**config.mk**
```make
export PLATFORM = sky130hd
export DESIGN_NAME = int_exec_unit
export DESIGN_NICKNAME = d
export VERILOG_FILES = /design/src/rtl/int_exec_unit.sv
export SDC_FILE = /design/constraint.sdc
export NUM_CORES = 2
export LEC_CHECK = 0
export BUFFER_PORTS_ARGS = -buffer_cell sky130_fd_sc_hd__buf_2
export CORE_MARGIN = 2
export CORE_UTILIZATION = 45
export DETAILED_ROUTE_END_ITERATION = 8
export GPL_TIMING_DRIVEN = 0
export PLACE_DENSITY = 0.71
export SLEW_MARGIN = 20
export SYNTH_ARGS = -nofsm -noshare
export SYNTH_HDL_FRONTEND = slang
export SYNTH_SLANG_ARGS = --single-unit
```
**constraint.sdc**
```tcl
create_clock -name clk -period 11.2 [get_ports clk]
set_input_delay 1.12 -clock clk [delete_from_list [all_inputs] [get_ports clk]]
set_output_delay 1.12 -clock clk [all_outputs]
set_load 0.03 [all_outputs]
```
**src/rtl/int_exec_unit.sv**
```systemverilog
module int_exec_unit #(
  parameter int W = 32
) (
  input  logic         clk,
  input  logic         rst_n,
  input  logic         ce,
  input  logic [3:0]   op,
  input  logic [W-1:0] opa,
  input  logic [W-1:0] opb,
  output logic [W-1:0] result,
  output logic         ovf,
  output logic         done,
  output logic         busy,
  output logic         cmp_eq,
  output logic         cmp_lt
);
  localparam int SW = $clog2(W);
  localparam logic [3:0] OP_ADD = 4'd0, OP_SUB = 4'd1, OP_MUL = 4'd2,
    OP_DIV = 4'd3, OP_MOD = 4'd4, OP_AND = 4'd5, OP_OR = 4'd6,
    OP_XOR = 4'd7, OP_NOT = 4'd8, OP_SHL = 4'd9, OP_SHR = 4'd10,
    OP_ROL = 4'd11, OP_ROR = 4'd12;

  logic [W-1:0]  sum, mag_a, mag_b, f_res;
  logic          f_ovf, is_div, b_zero;
  logic [SW-1:0] sh;
  logic [W-1:0]  dq, dr, dd, nq, nr, fin_q, fin_r;
  logic [W:0]    trial;
  logic          take, neg_q, neg_r, want_mod;
  logic [SW-1:0] cnt;
  logic [3:0]    op_q;

  assign sum    = opa + opb;
  assign mag_a  = opa[W-1] ? -opa : opa;
  assign mag_b  = opb[W-1] ? -opb : opb;
  assign sh     = opb[SW-1:0];
  assign is_div = (op == OP_DIV) || (op == OP_MOD);
  assign b_zero = (opb == '0);

  always_comb begin
    f_ovf = 1'b0;
    case (op)
      OP_ADD: begin
        f_res = sum;
        f_ovf = (opa[W-1] == opb[W-1]) && (sum[W-1] != opa[W-1]);
      end
      OP_SUB: f_res = opa - opb;
      OP_MUL: f_res = opa * opb;
      OP_DIV: begin f_res = '1;  f_ovf = 1'b1; end
      OP_MOD: begin f_res = opa; f_ovf = 1'b1; end
      OP_AND: f_res = opa & opb;
      OP_OR:  f_res = opa | opb;
      OP_XOR: f_res = opa ^ opb;
      OP_NOT: f_res = ~opa;
      OP_SHL: f_res = opa << sh;
      OP_SHR: f_res = opa >> sh;
      OP_ROL: f_res = (opa << sh) | (opa >> (W - int'(sh)));
      OP_ROR: f_res = (opa >> sh) | (opa << (W - int'(sh)));
      default: f_res = '0;
    endcase
  end

  assign trial = {dr, dq[W-1]} - {1'b0, dd};
  assign take  = ~trial[W];
  assign nr    = take ? trial[W-1:0] : {dr[W-2:0], dq[W-1]};
  assign nq    = {dq[W-2:0], take};
  assign fin_q = neg_q ? -nq : nq;
  assign fin_r = neg_r ? -nr : nr;

  always_ff @(posedge clk or negedge rst_n) begin
    if (!rst_n) begin
      result <= '0; ovf <= 1'b0; done <= 1'b0; busy <= 1'b0;
      cmp_eq <= 1'b0; cmp_lt <= 1'b0; op_q <= '0;
      dq <= '0; dr <= '0; dd <= '0; cnt <= '0;
      neg_q <= 1'b0; neg_r <= 1'b0; want_mod <= 1'b0;
    end else begin
      done <= 1'b0;
      if (busy) begin
        dq  <= nq;
        dr  <= nr;
        cnt <= cnt + 1'b1;
        if (cnt == SW'(W - 1)) begin
          busy   <= 1'b0;
          done   <= 1'b1;
          ovf    <= 1'b0;
          result <= want_mod ? fin_r : fin_q;
        end
      end else if (ce) begin
        cmp_eq <= (opa == opb);
        cmp_lt <= ($signed(opa) < $signed(opb));
        op_q   <= op;
        if (is_div && !b_zero) begin
          busy     <= 1'b1;
          cnt      <= '0;
          dq       <= mag_a;
          dr       <= '0;
          dd       <= mag_b;
          neg_q    <= opa[W-1] ^ opb[W-1];
          neg_r    <= opa[W-1];
          want_mod <= (op == OP_MOD);
        end else begin
          result <= f_res;
          ovf    <= f_ovf;
          done   <= 1'b1;
        end
      end
    end
  end

  a_r1_add_sum: assert property (@(posedge clk) disable iff (!rst_n)
    (done && op_q == OP_ADD) |-> result == $past(opa) + $past(opb));
  a_r2_ovf_only_add_div: assert property (@(posedge clk) disable iff (!rst_n)
    (done && ovf) |-> (op_q == OP_ADD || op_q == OP_DIV || op_q == OP_MOD));
  a_r5_end_of_busy: assert property (@(posedge clk) disable iff (!rst_n)
    $fell(busy) |-> done);
  a_r7_flags_locked: assert property (@(posedge clk) disable iff (!rst_n)
    busy |=> ($stable(cmp_eq) && $stable(cmp_lt)));
  a_r8_hold: assert property (@(posedge clk) disable iff (!rst_n)
    (!ce && !busy) |=> ($stable(result) && $stable(ovf) && !done));
  a_r9_no_done_while_busy: assert property (@(posedge clk) disable iff (!rst_n)
    busy |-> !done);
endmodule

```
==> run_results.csv <==
group,metric,value,unit
run_status,status,"complete, but fails checks",
run_status,violations,"setup timing",
setup_path,r2r-start,"dq[31]",
finish,nets,5835,
clock_tree,cts_buffers,17,
timing,finalSetupViolCount,4,
synth,yosysWarnings,0,
synth,syn-cell-area,38000,um^2
floorplan,rows,106,
setup_path,crit_path_frequent_cell,"fa_1",
routing,drt_iter0_markers,6913,
timing,fin_ws,-0.144,ns
timing,holdWs,0.484,ns
finish,drive_above_1_share,0.0715,
worst_hold_path,min_from,"result[12]",
synth,synth_area_leaders,"fa_1 (22%), dfrtp_1 (9.3%), ha_1 (8.5%)",
clock_tree,cts_num_sinks,141,
timing,skew,0.0109,ns
grt,grt_pass1_vias,40900,
synth,syn_inst,4967,
setup_path,critPathLaunchType,"input port",
clock_tree,post_cts_buffers,0,
setup_path,cpMaxStageDelayCell,"clkbuf_1",
worst_hold_path,min_path_type,"register to register",
clock_tree,clk_latency,0.46,ns
timing,rsz0062_at_grt,"true",
synth,yosys.area.top_type,"fa_1",
setup_path,reg2reg_slack,3.36,ns
routing,ant_nets,0,
synth,yosysMostFrequentCell,"nor2_1",
placement,dp_hpwl,188,mm
clock_tree,htreeDepth,4,
setup_path,reg2regPathDepth,24,
synth,ys_seq_elements,141,
synth,synth_top_area_frac,0.217,
synth,yosys-top-cells-count,"nor2_1 (620), nand2_1 (554), inv_1 (514)",
setup_path,rr_endpoint,"result[30]",
placement,dpl_worst_slack,-1.73,ns
timing,hold_viol_final,0,
routing,drt-total-wl,234,mm
synth,syn_nets,5707,
floorplan,core,83600,um^2
floorplan,die_w,294,um
grt,grt_pass1_wl,319,mm
synth,ys_types,96,
timing,drv_slew,0,
placement,io_buffers,106,
clock_tree,cts_hold_buf,0,
routing,dr.pass1.iters,8,
worst_hold_path,whs_path_depth,1,
floorplan,die_h,294,um
grt,antenna_found_initial,20,
timing,tns,-0.332,ns
synth,async_flop_share,1.00,
synth,yosysSeqAreaShare,0.0929,
floorplan,io_pins,108,
setup_path,max_stage_delay,0.70,ns
setup_path,critical_path_class,"input port to register",
finish,nFillCells,8315,
finish,area_growth,7.54,%
setup_path,cp.required,11.50,ns
setup_path,critPathMaxFanout,10,
timing,finalCriticalPeriod,11.34,ns
synth,synth_edf_count,0,
grt,grt_max_degree,81,
timing,final.period_utilization,1.01,
setup_path,worstPathArrival,11.65,ns
timing,slew_headroom,0.0735,
job,drv_cap,0,
setup_path,cp-end-kind,"register",
grt,grt_overflow,0,
routing,vias,43300,
timing,max_freq,88.2,MHz
routing,routed_via_density,6.97,
routing,route.detailed.drc,0,
synth,ys.flop_type,"dfrtp_1",
synth,avgSynthCellArea,7.64,um^2
clock_tree,clk_pin_slew,0.06,ns
grt,grtUsageTotal,0.530,
worst_hold_path,min_to,"result[12]",
timing,worstMarginPinSlew,1.38,ns
floorplan,dieArea,86700,um^2
clock_tree,cts_buffer_depth,2,
floorplan,initial_utilization,0.454,
placement,place_congestion,1.13,
routing,wl_per_cell,37.6,um
clock_tree,cts_tree,"yes",
clock_tree,clock_tree.root_cell,"clkbuf_16",
## cells in the final DEF, fill, tap and decap left out, drive strengths merged, types with 141 or more instances in the layout
cell,synthesis,final
clkbuf,272,286
buf,86,198
dfrtp,141,141
a21oi,328,328
fa,411,411
nor2,620,620
ha,258,258
mux2i,151,151
xnor2,189,189
nand2,554,554
o21ai,331,331
inv,522,521
## worst max-delay path: cells and delay by family
kind / cells / cell delay (ns)
AO/OA/AOI/OAI: 8 / 2.65
adder cells (fa/ha/maj): 9 / 4.34
buffers and inverters: 8 / 3.01
AND/OR/NAND/NOR: 3 / 0.47
## cell type report
type                       instances  area [um^2]  share of cell area
antenna                           18         45.0             0.00110
buffer                           349         1410              0.0344
clock buffer                      19          453              0.0111
clock inverter                    13          213             0.00521
inverter                         536         2020              0.0496
multi-input combinational       3931        31100               0.763
sequential                       141         3530              0.0864
tap                             1080         1350              0.0331
timing repair buffer             118          656              0.0161
timing repair inverter             1         5.00            0.000123
## flip-flops by register name, indices dropped and copies added, names as in the netlist
| name | cells |
|---|---|
| dd | 32 |
| dq | 32 |
| dr | 32 |
| result | 32 |
| cnt | 5 |
| busy | 1 |
| cmp_eq | 1 |
| cmp_lt | 1 |
| done | 1 |
| neg_q | 1 |
| neg_r | 1 |
| ovf | 1 |
| want_mod | 1 |
## layer usage
metal | vias up | share of wire | global-route usage
met3 | 962 | 0.16 | 0.233
met2 | 4049 | 0.39 | 0.724
met5 | - | 0.00044 | 0.00510
li1 | 17300 | - | -
met1 | 21000 | 0.37 | 0.670
met4 | 8 | 0.085 | 0.354
## per-stage QoR
stage	cells	cell area [um^2]	util
2_1_floorplan	4967	38000	-
3_3_place_gp	6153	39800	0.477
3_5_place_dp	6165	40100	0.480
4_1_cts	6191	40800	0.488
5_1_grt	6189	40800	0.488
6_report	6206	40800	0.489
## logic make-up after synthesis
family / Yosys count / synth area share
simple gates: 1542 / 0.174
compound gates: 1243 / 0.210
buf+inv: 895 / 0.0895
fa+ha+maj: 669 / 0.302
xor+xnor: 240 / 0.0554
mux: 237 / 0.0760
flops: 141 / 0.0929
## worst max-delay path by stage
stage	startpoint	to	slack, ns	depth (start not counted)
finish	opa[9]	result[30]	-0.14	28
global placement	opb[2]	result[30]	-1.69	33
global route	opb[3]	result[30]	-0.03	28
CTS	opb[2]	result[30]	0.004	30
detailed placement	opb[2]	result[25]	-1.73	31
floorplan	opb[2]	result[30]	1.72	32
## what timing repair did
action,4_1_cts,5_1_grt
setup endpoints to repair,15,5
resized for setup,16,9
cloned,0,1
Power is not shown: default switching activity piles up to over one toggle a cycle in this logic, so the estimate is an artifact.
